### src/rtl/bsc_pkg.sv
package bsc_pkg;
  typedef enum logic [3:0] {
    S_IDLE, S_CHECK, S_CEIL, S_MODGO, S_MOD,
    S_LATGO, S_LATA, S_LATB, S_DONE
  } bsc_state_t;
endpackage

### src/rtl/bsc_divider.sv
module bsc_divider #(
  parameter int WIDTH = 27
) (
  input  logic             clk,
  input  logic             rst,
  input  logic             go,
  input  logic [WIDTH-1:0] num,
  input  logic [WIDTH-1:0] den,
  output logic             valid,
  output logic [WIDTH-1:0] quo,
  output logic [WIDTH-1:0] rem
);
  localparam int CNT_W = $clog2(WIDTH + 1);

  logic [WIDTH:0]   acc_q;
  logic [WIDTH-1:0] q_q;
  logic [WIDTH-1:0] d_q;
  logic [CNT_W-1:0] cnt_q;
  logic             run_q;
  logic             valid_q;
  logic [WIDTH:0]   shifted;
  logic             fits;

  always_comb begin
    shifted = {acc_q[WIDTH-1:0], q_q[WIDTH-1]};
    fits    = (shifted >= {1'b0, d_q});
  end

  always_ff @(posedge clk) begin
    if (rst) begin
      acc_q   <= '0;
      q_q     <= '0;
      d_q     <= '0;
      cnt_q   <= '0;
      run_q   <= 1'b0;
      valid_q <= 1'b0;
    end else begin
      valid_q <= 1'b0;
      if (go) begin
        acc_q <= '0;
        q_q   <= num;
        d_q   <= den;
        cnt_q <= CNT_W'(WIDTH);
        run_q <= 1'b1;
      end else if (run_q) begin
        if (fits) begin
          acc_q <= shifted - {1'b0, d_q};
          q_q   <= {q_q[WIDTH-2:0], 1'b1};
        end else begin
          acc_q <= shifted;
          q_q   <= {q_q[WIDTH-2:0], 1'b0};
        end
        cnt_q <= cnt_q - 1'b1;
        if (cnt_q == CNT_W'(1)) begin
          run_q   <= 1'b0;
          valid_q <= 1'b1;
        end
      end
    end
  end

  assign valid = valid_q;
  assign quo   = q_q;
  assign rem   = acc_q[WIDTH-1:0];

  AST_DIV_REM_BELOW_DEN: assert property (@(posedge clk) disable iff (rst)
    valid |-> (rem < d_q));
  AST_DIV_NONZERO_DEN: assert property (@(posedge clk) disable iff (rst)
    go |-> (den != '0));
endmodule

### src/rtl/bsc_seq.sv
module bsc_seq
  import bsc_pkg::*;
#(
  parameter int W      = 16,
  parameter int CH_W   = 5,
  parameter int RATE_W = 17,
  parameter int DW     = 27,
  parameter int SCALE  = 1000
) (
  input  logic              clk,
  input  logic              rst,
  input  logic              start,
  input  logic              thr_mode,
  input  logic              wide_samples,
  input  logic [W+1:0]      period_bytes,
  input  logic [W-1:0]      max_thresh,
  input  logic [CH_W-1:0]   channels,
  input  logic [W-1:0]      fifo_depth,
  input  logic [RATE_W-1:0] sample_rate,
  output logic              div_go,
  output logic [DW-1:0]     div_num,
  output logic [DW-1:0]     div_den,
  input  logic              div_valid,
  input  logic [DW-1:0]     div_quo,
  input  logic [DW-1:0]     div_rem,
  output logic              busy,
  output logic              done,
  output logic              error,
  output logic [W-1:0]      pkt_size,
  output logic [W-1:0]      fifo_thresh,
  output logic [DW-1:0]     latency
);
  bsc_state_t state;

  logic              mode_q;
  logic [W-1:0]      words_q;
  logic [W-1:0]      maxth_q;
  logic [CH_W-1:0]   ch_q;
  logic [W-1:0]      depth_q;
  logic [RATE_W-1:0] rate_q;
  logic [W-1:0]      parts_q;
  logic [W-1:0]      pkt_w;
  logic              go_q;
  logic [DW-1:0]     num_q;
  logic [DW-1:0]     den_q;
  logic              done_q;
  logic              err_q;
  logic [W-1:0]      pkt_q;
  logic [W-1:0]      thr_q;
  logic [DW-1:0]     lat_q;

  logic              bad_operands;
  logic [W-1:0]      room;
  logic [DW-1:0]     scaled;
  logic              rem_nonzero;

  always_comb begin
    bad_operands = (ch_q == '0) || (rate_q == '0) ||
                   (mode_q && ((maxth_q == '0) || (words_q == '0)));
    room         = (depth_q > pkt_w) ? (depth_q - pkt_w) : '0;
    scaled       = div_quo * DW'(SCALE);
    rem_nonzero  = (div_rem != '0);
  end

  always_ff @(posedge clk) begin
    if (rst) begin
      state   <= S_IDLE;
      mode_q  <= 1'b0;
      words_q <= '0;
      maxth_q <= '0;
      ch_q    <= '0;
      depth_q <= '0;
      rate_q  <= '0;
      parts_q <= '0;
      pkt_w   <= '0;
      go_q    <= 1'b0;
      num_q   <= '0;
      den_q   <= '0;
      done_q  <= 1'b0;
      err_q   <= 1'b0;
      pkt_q   <= '0;
      thr_q   <= '0;
      lat_q   <= '0;
    end else begin
      go_q   <= 1'b0;
      done_q <= (state == S_DONE);
      case (state)
        S_IDLE: begin
          if (start) begin
            mode_q  <= thr_mode;
            words_q <= wide_samples ? period_bytes[W+1:2] : period_bytes[W:1];
            maxth_q <= max_thresh;
            ch_q    <= channels;
            depth_q <= fifo_depth;
            rate_q  <= sample_rate;
            state   <= S_CHECK;
          end
        end
        S_CHECK: begin
          if (bad_operands) begin
            err_q <= 1'b1;
            pkt_q <= '0;
            thr_q <= '0;
            lat_q <= '0;
            state <= S_DONE;
          end else if (mode_q) begin
            go_q  <= 1'b1;
            num_q <= DW'(words_q);
            den_q <= DW'(maxth_q);
            state <= S_CEIL;
          end else begin
            pkt_w <= (ch_q > CH_W'(1)) ? W'(ch_q) : '0;
            state <= S_LATGO;
          end
        end
        S_CEIL: begin
          if (div_valid) begin
            parts_q <= div_quo[W-1:0] + W'(rem_nonzero);
            state   <= S_MODGO;
          end
        end
        S_MODGO: begin
          go_q  <= 1'b1;
          num_q <= DW'(words_q);
          den_q <= DW'(parts_q);
          state <= S_MOD;
        end
        S_MOD: begin
          if (div_valid) begin
            if (rem_nonzero && (parts_q < words_q)) begin
              parts_q <= parts_q + 1'b1;
              state   <= S_MODGO;
            end else if (parts_q == words_q) begin
              err_q <= 1'b1;
              pkt_q <= '0;
              thr_q <= '0;
              lat_q <= '0;
              state <= S_DONE;
            end else begin
              pkt_w <= div_quo[W-1:0];
              state <= S_LATGO;
            end
          end
        end
        S_LATGO: begin
          go_q  <= 1'b1;
          num_q <= DW'(room);
          den_q <= DW'(ch_q);
          state <= S_LATA;
        end
        S_LATA: begin
          if (div_valid) begin
            go_q  <= 1'b1;
            num_q <= scaled;
            den_q <= DW'(rate_q);
            state <= S_LATB;
          end
        end
        S_LATB: begin
          if (div_valid) begin
            err_q <= 1'b0;
            pkt_q <= pkt_w;
            thr_q <= (pkt_w == '0) ? W'(1) : pkt_w;
            lat_q <= div_quo;
            state <= S_DONE;
          end
        end
        S_DONE:  state <= S_IDLE;
        default: state <= S_IDLE;
      endcase
    end
  end

  assign div_go      = go_q;
  assign div_num     = num_q;
  assign div_den     = den_q;
  assign busy        = (state != S_IDLE);
  assign done        = done_q;
  assign error       = err_q;
  assign pkt_size    = pkt_q;
  assign fifo_thresh = thr_q;
  assign latency     = lat_q;

  AST_DONE_WHILE_IDLE: assert property (@(posedge clk) disable iff (rst)
    done |-> !busy);
  AST_DONE_SINGLE: assert property (@(posedge clk) disable iff (rst)
    done |=> !done);
  AST_ERROR_ZEROES: assert property (@(posedge clk) disable iff (rst)
    (done && error) |-> (pkt_size == '0 && fifo_thresh == '0 && latency == '0));
  AST_THRESH_NONZERO: assert property (@(posedge clk) disable iff (rst)
    (done && !error) |-> (fifo_thresh != '0));
  AST_PKT_SPLITS_PERIOD: assert property (@(posedge clk) disable iff (rst)
    (done && !error && mode_q) |-> (pkt_size != '0 && (words_q % pkt_size) == '0));
  AST_RESULT_HELD: assert property (@(posedge clk) disable iff (rst)
    (!busy && !$past(busy)) |-> ($stable(pkt_size) && $stable(latency) && $stable(error)));
endmodule

### src/rtl/burst_size_calc.sv
module burst_size_calc #(
  parameter int W      = 16,
  parameter int CH_W   = 5,
  parameter int RATE_W = 17,
  parameter int SCALE  = 1000
) (
  input  logic                          clk,
  input  logic                          rst,
  input  logic                          start,
  input  logic                          thr_mode,
  input  logic                          wide_samples,
  input  logic [W+1:0]                  period_bytes,
  input  logic [W-1:0]                  max_thresh,
  input  logic [CH_W-1:0]               channels,
  input  logic [W-1:0]                  fifo_depth,
  input  logic [RATE_W-1:0]             sample_rate,
  output logic                          busy,
  output logic                          done,
  output logic                          error,
  output logic [W-1:0]                  pkt_size,
  output logic [W-1:0]                  fifo_thresh,
  output logic [W+$clog2(SCALE):0]      latency
);
  localparam int DW = W + $clog2(SCALE) + 1;

  logic          div_go;
  logic [DW-1:0] div_num;
  logic [DW-1:0] div_den;
  logic          div_valid;
  logic [DW-1:0] div_quo;
  logic [DW-1:0] div_rem;

  bsc_seq #(
    .W(W), .CH_W(CH_W), .RATE_W(RATE_W), .DW(DW), .SCALE(SCALE)
  ) i_seq (
    .clk(clk), .rst(rst), .start(start), .thr_mode(thr_mode),
    .wide_samples(wide_samples), .period_bytes(period_bytes),
    .max_thresh(max_thresh), .channels(channels), .fifo_depth(fifo_depth),
    .sample_rate(sample_rate), .div_go(div_go), .div_num(div_num),
    .div_den(div_den), .div_valid(div_valid), .div_quo(div_quo),
    .div_rem(div_rem), .busy(busy), .done(done), .error(error),
    .pkt_size(pkt_size), .fifo_thresh(fifo_thresh), .latency(latency)
  );

  bsc_divider #(.WIDTH(DW)) i_div (
    .clk(clk), .rst(rst), .go(div_go), .num(div_num), .den(div_den),
    .valid(div_valid), .quo(div_quo), .rem(div_rem)
  );
endmodule

### config.mk
export PLATFORM = sky130hd
export DESIGN_NAME = burst_size_calc
export DESIGN_NICKNAME = d
export VERILOG_FILES = /design/src/rtl/bsc_pkg.sv /design/src/rtl/bsc_divider.sv /design/src/rtl/bsc_seq.sv /design/src/rtl/burst_size_calc.sv
export SDC_FILE = /design/constraint.sdc
export NUM_CORES = 1
export LEC_CHECK = 0
export ABC_AREA = 1
export BUFFER_PORTS_ARGS = -buffer_cell sky130_fd_sc_hd__buf_2
export CAP_MARGIN = 10
export CORE_MARGIN = 4
export CORE_UTILIZATION = 45
export CTS_BUF_LIST = sky130_fd_sc_hd__clkbuf_16
export DETAILED_ROUTE_END_ITERATION = 8
export SLEW_MARGIN = 10
export SYNTH_ARGS = -nofsm -noshare
export SYNTH_HDL_FRONTEND = slang
export SYNTH_SLANG_ARGS = --single-unit
### constraint.sdc
create_clock -name clk -period 4.69 [get_ports clk]
set_clock_uncertainty 0.15 [all_clocks]
set_input_delay 0.2345 -clock clk [delete_from_list [all_inputs] [get_ports clk]]
set_output_delay 0.2345 -clock clk [all_outputs]
set_load 0.02 [all_outputs]
After elaboration in Yosys (flattened, before gate mapping)
Index checks and enable logic that the tools add are counted.
{"block": "classes", "add_sub_neg": 5, "n_mul": 1, "n_lt_le_gt_ge": 4, "n_eq_ne": 23, "n_mux": 66, "bitwise": 1, "n_reduce_logical": 27}
{"cell": "2-to-1 mux 27 bit", "n": 14}
{"cell": "2-to-1 mux 16 bit", "n": 17}
{"cell": "one-hot mux 27 bit (4 select lines)", "n": 2}
{"cell": "one-hot mux 16 bit (3 select lines)", "n": 2}
{"cell": "one-hot mux 27 bit (3 select lines)", "n": 1}
{"cell": "one-hot mux 16 bit (2 select lines)", "n": 2}
{"cell": "zero test 16 bit", "n": 3}
{"cell": "2-to-1 mux 4 bit", "n": 8}
{"cell": "one-hot mux 4 bit (8 select lines)", "n": 1}
{"cell": ">= comparator 28 x 27 -> 1 bit", "n": 1}
{"cell": "multiplier 27 x 7 -> 24 bit (second input constant)", "n": 1}
{"cell": "nonzero test 27 bit", "n": 1}
{"cell": "subtractor 27 bit", "n": 1}
{"cell": "zero test 17 bit", "n": 1}
{"cell": "adder 16 x 1 -> 16 bit", "n": 1}
{"cell": "adder 16 x 1 -> 16 bit (second input constant)", "n": 1}
{"cell": "equality test 16 bit", "n": 1}
{"cell": "equality test 4 x 3 -> 1 bit (second input constant)", "n": 4}
{"cell": "> comparator 16 bit", "n": 1}
{"cell": "less-than comparator 16 bit", "n": 1}
{"cell": "!= test 2 x 1 -> 1 bit (second input constant)", "n": 8}
{"cell": "subtractor 16 bit", "n": 1}
{"cell": "2-to-1 mux 5 bit", "n": 3}
{"cell": "2-to-1 mux 1 bit", "n": 13}
{"cell": "23 further kinds", "n": 38}
{"block": "totals", "reg_bits": 311, "input_bits": 77, "output_inout_bits": 62, "elab_cells": 151}

Depth between registers and ports, before layout
Gate-level depths: netlist of run 1.
{"block": "depth", "depth_word": 6, "depth_mapped": 19, "depth_no_buf": 18}

Hierarchy
A second synthesis of run 1 with hierarchy kept.
{"block": "hier_totals", "hier_cells": 2879, "hier_area_um2": 20189.4}
{"module": "bsc_seq", "instances": 1, "cells_per_inst": 1968, "area_each_um2": 14179.8, "seq_area_each_um2": 4264.1}
{"module": "bsc_divider", "instances": 1, "cells_per_inst": 911, "area_each_um2": 6009.5, "seq_area_each_um2": 1761.7}

Worst setup path after synthesis of run 1
OpenSTA, ideal clock, no wires.
{"block": "synth_timing", "kind": "reg2reg", "start": "register i_div.q_q[0] (netlist: i_div.quo[0])", "end": "register i_seq.num_q[14] (netlist: i_seq.div_num[14])", "setup_ns": 0.117, "arrival_time_ns": 3.850, "t_required_ns": 4.423, "slack_ns": 0.573, "stages_incl_launch_ff": 17, "path_buffers": 0, "synth_period_minus_slack_ns": 4.117, "cell_sequence": "dfxtp_1 -> fa_1 -> fa_1 -> inv_1 -> fa_1 -> fa_1 -> inv_1 -> ha_1 -> a21oi_1 -> nand2_1 -> nand2_1 -> nand3_1 -> or2_2 -> nand3_1 -> nand3_1 -> a21oi_1 -> nor2_1"}
{"block": "synth_between", "elab_chain_len": 3}
{"item": "start, declared", "line": "bsc_divider.sv:16", "text": "logic [WIDTH-1:0] q_q;"}
{"item": "start signal, assigned", "line": "bsc_divider.sv:41", "text": "q_q <= num;"}
{"item": "start signal, assigned", "line": "bsc_divider.sv:48", "text": "q_q <= {q_q[WIDTH-2:0], 1'b1};"}
{"item": "start signal, assigned", "line": "bsc_divider.sv:51", "text": "q_q <= {q_q[WIDTH-2:0], 1'b0};"}
{"item": "multiplier 27 x 7 -> 24 bit", "line": "bsc_seq.sv:61", "text": "scaled = div_quo * DW'(SCALE);"}
{"item": "2-to-1 mux 27 bit", "line": "bsc_seq.sv:152", "text": "if (div_valid) begin"}
{"item": "one-hot mux 27 bit (4 select lines)", "line": "bsc_seq.sv:87", "text": "case (state)"}
{"item": "end signal, assigned", "line": "bsc_seq.sv:108", "text": "num_q <= DW'(words_q);"}
{"item": "end signal, assigned", "line": "bsc_seq.sv:147", "text": "num_q <= DW'(room);"}
{"item": "end signal, assigned", "line": "bsc_seq.sv:154", "text": "num_q <= scaled;"}
{"item": "end, declared", "line": "bsc_seq.sv:44", "text": "logic [DW-1:0] num_q;"}
No other way between the ends. The select of a mux whose other input is x is not followed.
A chain may end at the register's enable or synchronous reset.

Final worst setup path of run 1
{"block": "layout_timing", "start": "register i_div.q_q[1] (netlist: i_div.quo[1])", "end": "register i_seq.num_q[14] (netlist: i_seq.div_num[14])"}
The elaborated chain is that of the path after synthesis.

==> summary.txt, run 1 <==
Worst setup path
  – Most frequent CP cell: fa_1
  – Arrival time worst endpoint: 4730 ps
  – Slowest stage delay, CP: 520 ps
  – FF-to-FF Start: i_div.quo[1]
  – Setup crit start kind: flop
  – FF-to-FF path depth: 16
  – CP bufs+invs: 2
  – Critical path cell sequence: fa_1 > fa_1 > inv_1 > fa_1 > fa_1 > inv_1 > ha_1 > a21oi_2 > nand2_1 > nand2_1 > nand3_1 > or2_2 > nand3_1 > nand3_1 > a21oi_1 > nor2_1
  – Critical Path RT: 4990 ps
  – Crit path depth: 16
  – Slowest-stage cell, CP: fa_1
  – Crit Path Class: reg2reg
  – R2R Path End: i_seq.div_num[14]
  – CP top delay family: adder cells
  – Critical Path Fanout Max: 7
  – R2R setup slack: 250 ps
  – Critical path capture point type: flop

STA
  – Worst slew pin tran: 1001 ps
  – Setup TNS: 0 ps
  – Rel. slew slack: 0.3325
  – Slew Viols, Final: 0
  – Fmax: 225.4 MHz
  – Hold Slack: 69.20 ps
  – Final Hold Vio Count: 0
  – Unrepaired setup endpoints after global routing: no
  – Setup violators final: 0
  – Fin crit period: 4436 ps
  – Tcrit/Tclk final: 0.9458

Synth
  – Synth Area in Compound Gates: 0.1854
  – Main synth FF type: dfxtp_1
  – Synth unique cells: 52
  – Register bit total from synthesis: 291
  – Synth Net Count: 2885
  – Post-synthesis mux area share: 0.0006035
  – Synth Area in Adders: 0.1454
  – Post-synth EDFFs: 0
  – Syn avg cell area: 7.081 µm²
  – Largest cells by area after synthesis: dfxtp_1 (31%), nand2_1 (11%), a21oi_1 (8.1%)
  – Count leader, synth: nand2_1
  – Seq/Total Area, Yosys: 0.3122
  – Most common library cells after synthesis: nand2_1 (536), inv_1 (377), a21oi_1 (302)
  – Synth Area in XOR/XNOR: 0.01878
  – Mapped Area: 18660 µm²
  – Largest family of logic cells by synthesized area: simple AND/OR/NAND/NOR gates
  – Post-synth ARST share: 0
  – Share of the synthesized area in the top cell type: 0.3122
  – Post-Synth Simple-Gate Area: 0.2318
  – Ys Warns: 0
  – Syn Inst Count: 2635
  – Leading area contributor after synthesis: dfxtp_1

Global routing
  – Remaining global-route overflow: 0
  – Largest net degree at the start of global routing: 92
  – GRT Total Usage: 0.2583
  – First-pass GRT wire length: 93660 µm
  – Vias in the first global route: 17338
  – Initial antenna violation count: 0

Finish
  – Syn-to-layout area delta: 17.29%
  – Fin nets: 3072
  – # diodes: 0
  – Layout Utilization: 0.5348
  – Fraction of layout cells with a size suffix above 1: 0.1081

Clock network
  – Num CTS Buffers: 36
  – Clk slew on worst S/H paths: 70 ps
  – Clock latency at the later pin of the worst-skew pair: 580 ps
  – TritonCTS clock tree: done
  – Clock tree sinks: 291
  – Clock Tree Buf Depth: 3
  – H-tree Lvls: 2
  – Root buf cell: clkbuf_16

Detailed routing
  – Via count: 18110
  – WL/cell: 17.37 µm
  – 1st-iter DRT viols: 1309
  – ANT nets after route: 0
  – Detailed Route WL: 58710 µm
  – Pre-antenna DRT Iters: 7
  – Via density: 5.358
  – DRC viols: 0

Placement
  – Hpwl dp: 43720 µm
  – Port buffer count: 137
  – Placer Congestion: 0.9320

Pwr
  – Leakage: 9.625 nW
  – Total chip power: 15.45 mW
  – Worst VDD drop: 0.0007157 V
  – Total power per unit cell area: 706.2 nW/µm²

Floorplan
  – Placeable core region: 40920 µm²
  – Ports: 139
  – Starting density of the core: 0.4559
  – DIE AREA: 44780 µm²
  – Site row count: 74
  – Die Height: 211.6 µm
  – Die span in x: 211.6 µm

Min path
  – Worst hold stages: 2
  – Worst Hold Path EP: i_seq.state[0]
  – Hold Startpoint: rst
  – HP Class: in2reg

Status
  – Status: finished, final reports clean

Job
  – # Max-Cap Violations: 0
[metal layers]
layer,track usage,part of all wire
met2,0.4210,0.46
met1,0.3557,0.46
met5,0,0
met3,0.04135,0.056
met4,0.07685,0.028
[layout make-up]
type                       count  area (µm²)
multi-input combinational   1852       10900
timing repair buffer         256        1784
tap                          532       665.6
clock inverter                28       345.3
sequential                   291        5836
clock buffer                  36       900.9
inverter                     385        1453
fill                        4136       19040
[worst max path at each step]
stage / from / endpoint / slack [ps]
detailed placement: i_div.quo[1] / i_seq.div_num[12] / 110
floorplan: i_div.quo[0] / i_seq.div_num[14] / 570
global route: i_div.quo[8] / i_seq.div_num[26] / 7
CTS: i_div.quo[1] / i_seq.div_num[12] / 60
finish: i_div.quo[1] / i_seq.div_num[14] / 250
global placement: i_div.quo[1] / i_seq.div_num[12] / 140
[state kept, by name, indices dropped and copies added, names as in the netlist, 4 cells and up]
register / cells
i_seq.div_num: 27
i_div.acc_q: 27
i_seq.state: 4
i_seq.fifo_thresh: 16
i_seq.latency: 27
i_seq.pkt_w: 16
i_seq.parts_q: 16
i_seq.depth_q: 16
i_seq.maxth_q: 16
i_seq.div_den: 17
i_seq.pkt_size: 16
i_div.cnt_q: 5
i_div.d_q: 17
i_div.quo: 27
i_seq.rate_q: 17
i_seq.ch_q: 5
i_seq.words_q: 16
[where the power goes]
part           internal [mW]  switching, mW  leakage (nW)
Clock                   1.80           1.18         0.622
Sequential              2.97          0.429          2.37
Combinational           3.09           5.99          6.63
Total                   7.86           7.60          9.63
[cells in the final DEF (no fill, tap or decap), types with 3 or more instances in the layout]
| cell type | instances |
|---|---|
| clkbuf_16 | 36 |
| nor2_2 | 14 |
| nand4_1 | 46 |
| inv_2 | 8 |
| fa_1 | 73 |
| nand2_4 | 3 |
| nand3_4 | 4 |
| nand3_1 | 116 |
| nand2_1 | 536 |
| inv_1 | 376 |
| a211oi_1 | 31 |
| nand2_2 | 5 |
| dlygate4sd3_1 | 81 |
| dfxtp_2 | 8 |
| nor2_1 | 221 |
| a21oi_1 | 299 |
| a31oi_1 | 5 |
| nor2_4 | 3 |
| a21o_1 | 4 |
| clkinv_2 | 9 |
| a21oi_2 | 7 |
| nor3_1 | 14 |
| dfxtp_1 | 283 |
| a221oi_1 | 27 |
| nor4_1 | 7 |
| buf_2 | 136 |
| xor2_1 | 22 |
| nand3b_1 | 13 |
| xnor2_1 | 18 |
| buf_4 | 39 |
| o21ai_0 | 236 |
| clkinv_1 | 5 |
| or2_2 | 11 |
| clkinvlp_4 | 3 |
| o21a_1 | 3 |
| bufinv_16 | 7 |
| ha_1 | 99 |
| o22ai_1 | 12 |
[kinds of logic after synthesis]
family                   after synthesis
XOR/XNOR                              40
multiplexers                           1
flip-flops                           291
AND/OR/NAND/NOR                     1001
AO/OA/AOI/OAI                        637
buffers and inverters                492
adder cells (fa/ha/maj)              173
[stage by stage]
step | area (µm²) | cells | setup WS (ps)
3_5_place_dp | 19770 | 3232 | 112.0
5_1_grt | 21880 | 3380 | 7.211
4_1_cts | 21830 | 3377 | 57.37
6_report | 21880 | 3380 | 254.3
3_3_place_gp | 19770 | 3232 | 135.4
2_1_floorplan | 18660 | 2635 | 572.8
[timing repair]
item / CTS / global route
setup endpoints to repair: 0 / 14
setup buffers: 0 / 3
hold endpoints to repair: 72 / 0
hold buffers: 81 / 0
resized for setup: 0 / 19
No activity file was read; power rests on OpenSTA's default activity.
==> inputs of run 2 (changes only) <==
MAX_ROUTING_LAYER = met4   (was unset)
==> run 2 against run 1 <==
Net effect:
- final cell count up 0.21%
- design area about the same
- clock-buffer cell count up 1
- maximum frequency up 0.11%
- critical endpoint unchanged
==> summary.txt, run 2 (same netlist as run 1, synthesis figures left out) <==
Status
  – Status: finished, final reports clean

Worst setup path
  – Critical path capture point type: flop
  – Crit Path Class: reg2reg
  – Setup crit start kind: flop
  – CP top delay family: adder cells
  – Critical Path RT: 4970 ps (-20 ps)
  – CP bufs+invs: 2 (unchanged)
  – Critical Path Fanout Max: 5 (-2)
  – Arrival time worst endpoint: 4710 ps (-20 ps)
  – Slowest-stage cell, CP: fa_1
  – Most frequent CP cell: fa_1
  – Critical path cell sequence: inv_1 > fa_1 > fa_1 > fa_1 > fa_1 > inv_1 > ha_1 > a21oi_1 > nand3_2 > or2_2 > nand3_1 > nand3_1 > a21oi_1 > nor2_1
  – Slowest stage delay, CP: 550 ps (+30 ps)

Clock network
  – Clock Tree Buf Depth: 3 (unchanged)
  – Clock tree sinks: 291 (unchanged)
  – Clock latency at the later pin of the worst-skew pair: 550 ps (-30 ps)
  – Root buf cell: clkbuf_16
  – Clk slew on worst S/H paths: 60 ps (about the same)
  – Num CTS Buffers: 35 (-2.8%)
  – H-tree Lvls: 2 (unchanged)
  – TritonCTS clock tree: done

Placement
  – Placer Congestion: 0.9500 (+1.9%)
  – Hpwl dp: 44200 µm (+1.1%)
  – Port buffer count: 137 (unchanged)

Detailed routing
  – DRC viols: 0 (unchanged)
  – Detailed Route WL: 58890 µm (+0.30%)
  – WL/cell: 17.39 µm (about the same)
  – Via count: 18150 (+0.22%)
  – ANT nets after route: 0 (unchanged)
  – Pre-antenna DRT Iters: 7 (unchanged)
  – 1st-iter DRT viols: 1474 (+13%)
  – Via density: 5.359 (about the same)

Finish
  – Syn-to-layout area delta: 17.21% (about the same)
  – Fin nets: 3078 (+0.20%)
  – Commonest non-fill, non-tap cell in the layout: nand2_1
  – Commonest non-fill, non-tap cells in the layout: nand2_1 (535), inv_1 (379), a21oi_1 (301)
  – Fraction of layout cells with a size suffix above 1: 0.1079 (-0.0002274)

STA
  – Final Hold Vio Count: 0 (unchanged)
  – Tcrit/Tclk final: 0.9447 (-0.001064)
  – Slew Viols, Final: 0 (unchanged)
  – Rel. slew slack: 0.3811 (+0.04857)
  – Fmax: 225.7 MHz (+0.11%)
  – Setup TNS: 0 ps (unchanged)
  – Setup violators final: 0 (unchanged)
  – Worst slew pin tran: 928.3 ps (-72.85 ps)
  – Fin crit period: 4431 ps (-4.991 ps)

Floorplan
  – Die span in x: 211.6 µm (unchanged)
  – Ports: 139 (unchanged)
  – Starting density of the core: 0.4559 (unchanged)
  – Die Height: 211.6 µm (unchanged)
  – Placeable core region: 40920 µm² (unchanged)
  – Site row count: 74 (unchanged)
  – DIE AREA: 44780 µm² (unchanged)

Global routing
  – First-pass GRT wire length: 93210 µm (-0.48%)
  – Initial antenna violation count: 1 (+1)
  – GRT Total Usage: 0.2653 (+0.006954)
  – Remaining global-route overflow: 0 (unchanged)
  – Vias in the first global route: 17357 (+0.11%)
  – Largest net degree at the start of global routing: 92 (unchanged)

Pwr
  – Total power per unit cell area: 704.8 nW/µm² (-0.19%)
  – Worst VDD drop: 0.0004616 V (-36%)
  – Total chip power: 15.41 mW (-0.27%)
  – Leakage: 9.604 nW (-0.22%)

Min path
  – HP Class: in2reg

Job
  – # Max-Cap Violations: 0 (unchanged)
==> run 2: worst paths after layout <==
kind	from	end	slack (ps)	cells after the start
max	i_div.quo[5]	i_seq.div_num[14]	260	14
min	start	i_seq.state[1]	30	4
max reg2reg	i_div.quo[5]	i_seq.div_num[14]	260	14
min reg2reg	i_seq.error	i_seq.error	290	2
==> run 2: power breakdown <==
part / internal, mW / leakage [nW] / switching [mW]
Combinational: 3.12 / 6.67 / 6.09
Sequential: 2.96 / 2.37 / 0.428
Clock: 1.66 / 0.565 / 1.15
Total: 7.74 / 9.60 / 7.67
==> run 2: per-stage QoR <==
stage	cells	utilization	cell area, µm²	hold slack [ps]	setup WS (ps)
after floorplan	2635	-	18660	277.4	572.8
after global placement	3239	0.4844	19820	290.3	186.1
after detailed placement	3239	0.4844	19820	289.3	122.7
after CTS	3383	0.5328	21810	15.67	105.4
after global routing	3387	0.5344	21870	64.04	-1.664
final	3387	0.5344	21870	27.34	259.3
==> run 2: repair_timing <==
item	4_1_cts	5_1_grt
endpoints found under the hold margin	71	0
setup buffers	0	3
setup endpoints to repair	0	11
hold buffers	81	0
resized for setup	0	15
==> run 2: final cells by class <==
| cell class | count | area [µm²] |
|---|---|---|
| tap | 532 | 665.6 |
| timing repair buffer | 263 | 1837 |
| inverter | 385 | 1453 |
| multi-input combinational | 1852 | 10910 |
| sequential | 291 | 5831 |
| fill | 4082 | 19060 |
| clock buffer | 37 | 925.9 |
| antenna | 1 | 2.502 |
| clock inverter | 26 | 246.5 |
==> run 2: routing by layer <==
metal	share of wire	up-vias	routed length [µm]	global-route usage
met1	0.46	8503	27000	0.3586
met2	0.45	513	26450	0.4124
li1	-	9015	-	-
met5	0	-	0	-
met3	0.055	119	3262	0.03408
met4	0.037	0	2178	0.09240
==> run 2: worst register-to-register path, stage by stage (launching register included) <==
cell     delay (ps)
dfxtp_1         440
inv_1           170
fa_1            560
fa_1            440
fa_1            490
fa_1            520
inv_1            40
ha_1            340
a21oi_1         290
nand3_2         180
or2_2           300
nand3_1         120
nand3_1          90
a21oi_1         150
nor2_1           50
==> inputs of run 3 (changes only) <==
RECOVER_POWER = 50   (was unset)
==> run 3 against run 2 <==
Net effect:
- the flow now finishes with violations (capacitance limit, slew limit)
- critical path type unchanged
- largest power group unchanged
- worst setup slack improved by 12 ps
- hold slack barely moved
- die area unchanged
==> summary.txt, run 3 (same netlist as run 1, synthesis figures left out) <==
Status
  – Status: finished, violations left
  – Violations in the final reports: capacitance limit, slew limit

Worst setup path
  – Critical Path RT: 4970 ps (about the same)
  – Slowest-stage cell, CP: fa_1
  – CP top delay family: adder cells
  – Slowest stage delay, CP: 550 ps (about the same)
  – Most frequent CP cell: fa_1
  – CP bufs+invs: 2 (unchanged)
  – Critical Path Fanout Max: 5 (unchanged)
  – Crit Path Class: reg2reg
  – Critical path capture point type: flop
  – Critical path cell sequence: inv_1 > fa_1 > fa_1 > fa_1 > fa_1 > inv_1 > ha_1 > a21oi_1 > nand3_2 > or2_2 > nand3_1 > nand3_1 > a21oi_1 > nor2_1
  – Arrival time worst endpoint: 4700 ps (about the same)
  – Setup crit start kind: flop

Pwr
  – Total power per unit cell area: 707.3 nW/µm² (+0.35%)
  – Worst VDD drop: 0.0004553 V (-1.4%)
  – Leakage: 9.288 nW (-3.3%)

Global routing
  – Initial antenna violation count: 1 (unchanged)
  – GRT Total Usage: 0.2653 (unchanged)
  – Largest net degree at the start of global routing: 92 (unchanged)
  – Remaining global-route overflow: 0 (unchanged)
  – First-pass GRT wire length: 93210 µm (unchanged)
  – Vias in the first global route: 17357 (unchanged)

Placement
  – Placer Congestion: 0.9500 (unchanged)
  – Port buffer count: 137 (unchanged)
  – Hpwl dp: 44200 µm (unchanged)

STA
  – Worst slew pin tran: 2358 ps (+1430 ps)
  – Final Hold Vio Count: 0 (unchanged)
  – Rel. slew slack: -0.5721 (-0.9533)
  – Slew Viols, Final: 146 (+146)
  – Setup violators final: 0 (unchanged)
  – Fmax: 226.3 MHz (+0.26%)
  – Setup TNS: 0 ps (unchanged)
  – Fin crit period: 4419 ps (-11.56 ps)
  – Tcrit/Tclk final: 0.9423 (-0.002464)
  – Hold Slack: 27.21 ps (-0.1283 ps)

Finish
  – Fill cells: 4131 (+1.2%)
  – Syn-to-layout area delta: 16.52%
  – Fraction of layout cells with a size suffix above 1: 0.08164 (-0.02628)
  – Commonest non-fill, non-tap cells in the layout: nand2_1 (536), inv_1 (381), a21oi_1 (301)
  – Commonest non-fill, non-tap cell in the layout: nand2_1
  – Fin nets: 3078 (unchanged)

Job
  – # Max-Cap Violations: 3 (+3)

Clock network
  – Clock latency at the later pin of the worst-skew pair: 550 ps (about the same)
  – H-tree Lvls: 2 (unchanged)
  – TritonCTS clock tree: done
  – Root buf cell: clkbuf_16
  – Clock tree sinks: 291 (unchanged)
  – Num CTS Buffers: 35 (unchanged)
  – Clk slew on worst S/H paths: 60 ps (about the same)
  – Clock Tree Buf Depth: 3 (unchanged)

Detailed routing
  – Detailed Route WL: 58870 µm (about the same)
  – Via count: 18089 (-0.34%)
  – DRC viols: 0 (unchanged)
  – Pre-antenna DRT Iters: 8 (+1)
  – WL/cell: 17.38 µm (about the same)
  – ANT nets after route: 0 (unchanged)
  – 1st-iter DRT viols: 1457 (-1.2%)
  – Via density: 5.341 (-0.34%)

Floorplan
  – Site row count: 74 (unchanged)
  – Starting density of the core: 0.4559 (unchanged)
  – Die Height: 211.6 µm (unchanged)
  – Die span in x: 211.6 µm (unchanged)
  – Ports: 139 (unchanged)
  – DIE AREA: 44780 µm² (unchanged)
  – Placeable core region: 40920 µm² (unchanged)

Min path
  – HP Class: in2reg
[run 3: changes by cell type in the layout (fill, tap and decap cells not counted), moves of 2 or more]
cell and delta:
buf_2 -62, buf_4 -7, clkbuf_1 +68, inv_1 +2, inv_2 -3, nand2_4 -2, nor2_1 +3, nor2_2 -2
[run 3: stage by stage]
step                std cells  worst slack, ps  power [mW]  utilization  area, µm²
finish                   3387            270.8       15.38       0.5312      21740
global placement         3239            186.1       12.31       0.4844      19820
CTS                      3383            105.4       15.40       0.5328      21810
floorplan                2635            572.8       10.27            -      18660
detailed placement       3239            122.7       12.46       0.4844      19820
global route             3387           -2.659       16.88       0.5312      21740
[run 3: repair_timing]
item / in CTS / in global routing
hold endpoints to repair: 71 / 0
setup endpoints to repair: 0 / 11
gates resized for setup: 0 / 15
setup buffers: 0 / 3
hold buffers: 81 / 0
[run 3: layer usage]
metal / GRT usage / part of all wire / vias to the layer above
met5: - / 0 / -
met1: 0.3586 / 0.46 / 8505
met3: 0.03408 / 0.052 / 111
met4: 0.09240 / 0.036 / 0
met2: 0.4124 / 0.45 / 468
li1: - / - / 9005
[run 3: area by class of cell]
| type | instances | area [µm²] | area share |
|---|---|---|---|
| Antenna cell | 1 | 2.502 | 0.0001151 |
| Clock buffer | 37 | 925.9 | 0.04259 |
| Clock inverter | 26 | 246.5 | 0.01134 |
| Inverter | 385 | 1453 | 0.06682 |
| Multi-Input combinational cell | 1852 | 10880 | 0.5006 |
| Sequential cell | 291 | 5831 | 0.2682 |
| Tap cell | 532 | 665.6 | 0.03062 |
| Timing Repair Buffer | 263 | 1734 | 0.07976 |
[run 3: worst register-to-register path, cell delays in order, from the launching register on]
cell and delay [ps]:
dfxtp_1 440, inv_1 170, fa_1 560, fa_1 440, fa_1 490, fa_1 520, inv_1 40, ha_1 340
a21oi_1 290, nand3_2 180, or2_2 300, nand3_1 120, nand3_1 90, a21oi_1 140, nor2_1 50
[run 3: final timing paths]
kind,startpoint,to,slack (ps),cells past startpoint
setup / recovery,i_div.quo[5],i_seq.div_num[14],270,14
hold reg to reg,i_seq.error,i_seq.error,300,2
setup reg to reg,i_div.quo[5],i_seq.div_num[14],270,14
hold / removal,start,i_seq.state[1],30,4
[run 3: where the power goes]
group	leakage (nW)	total (mW)	switching, mW	internal [mW]
sequential	2.37	3.39	0.425	2.96
combinational	6.36	9.18	6.08	3.11
clock	0.565	2.80	1.15	1.66
total	9.29	15.4	7.65	7.73
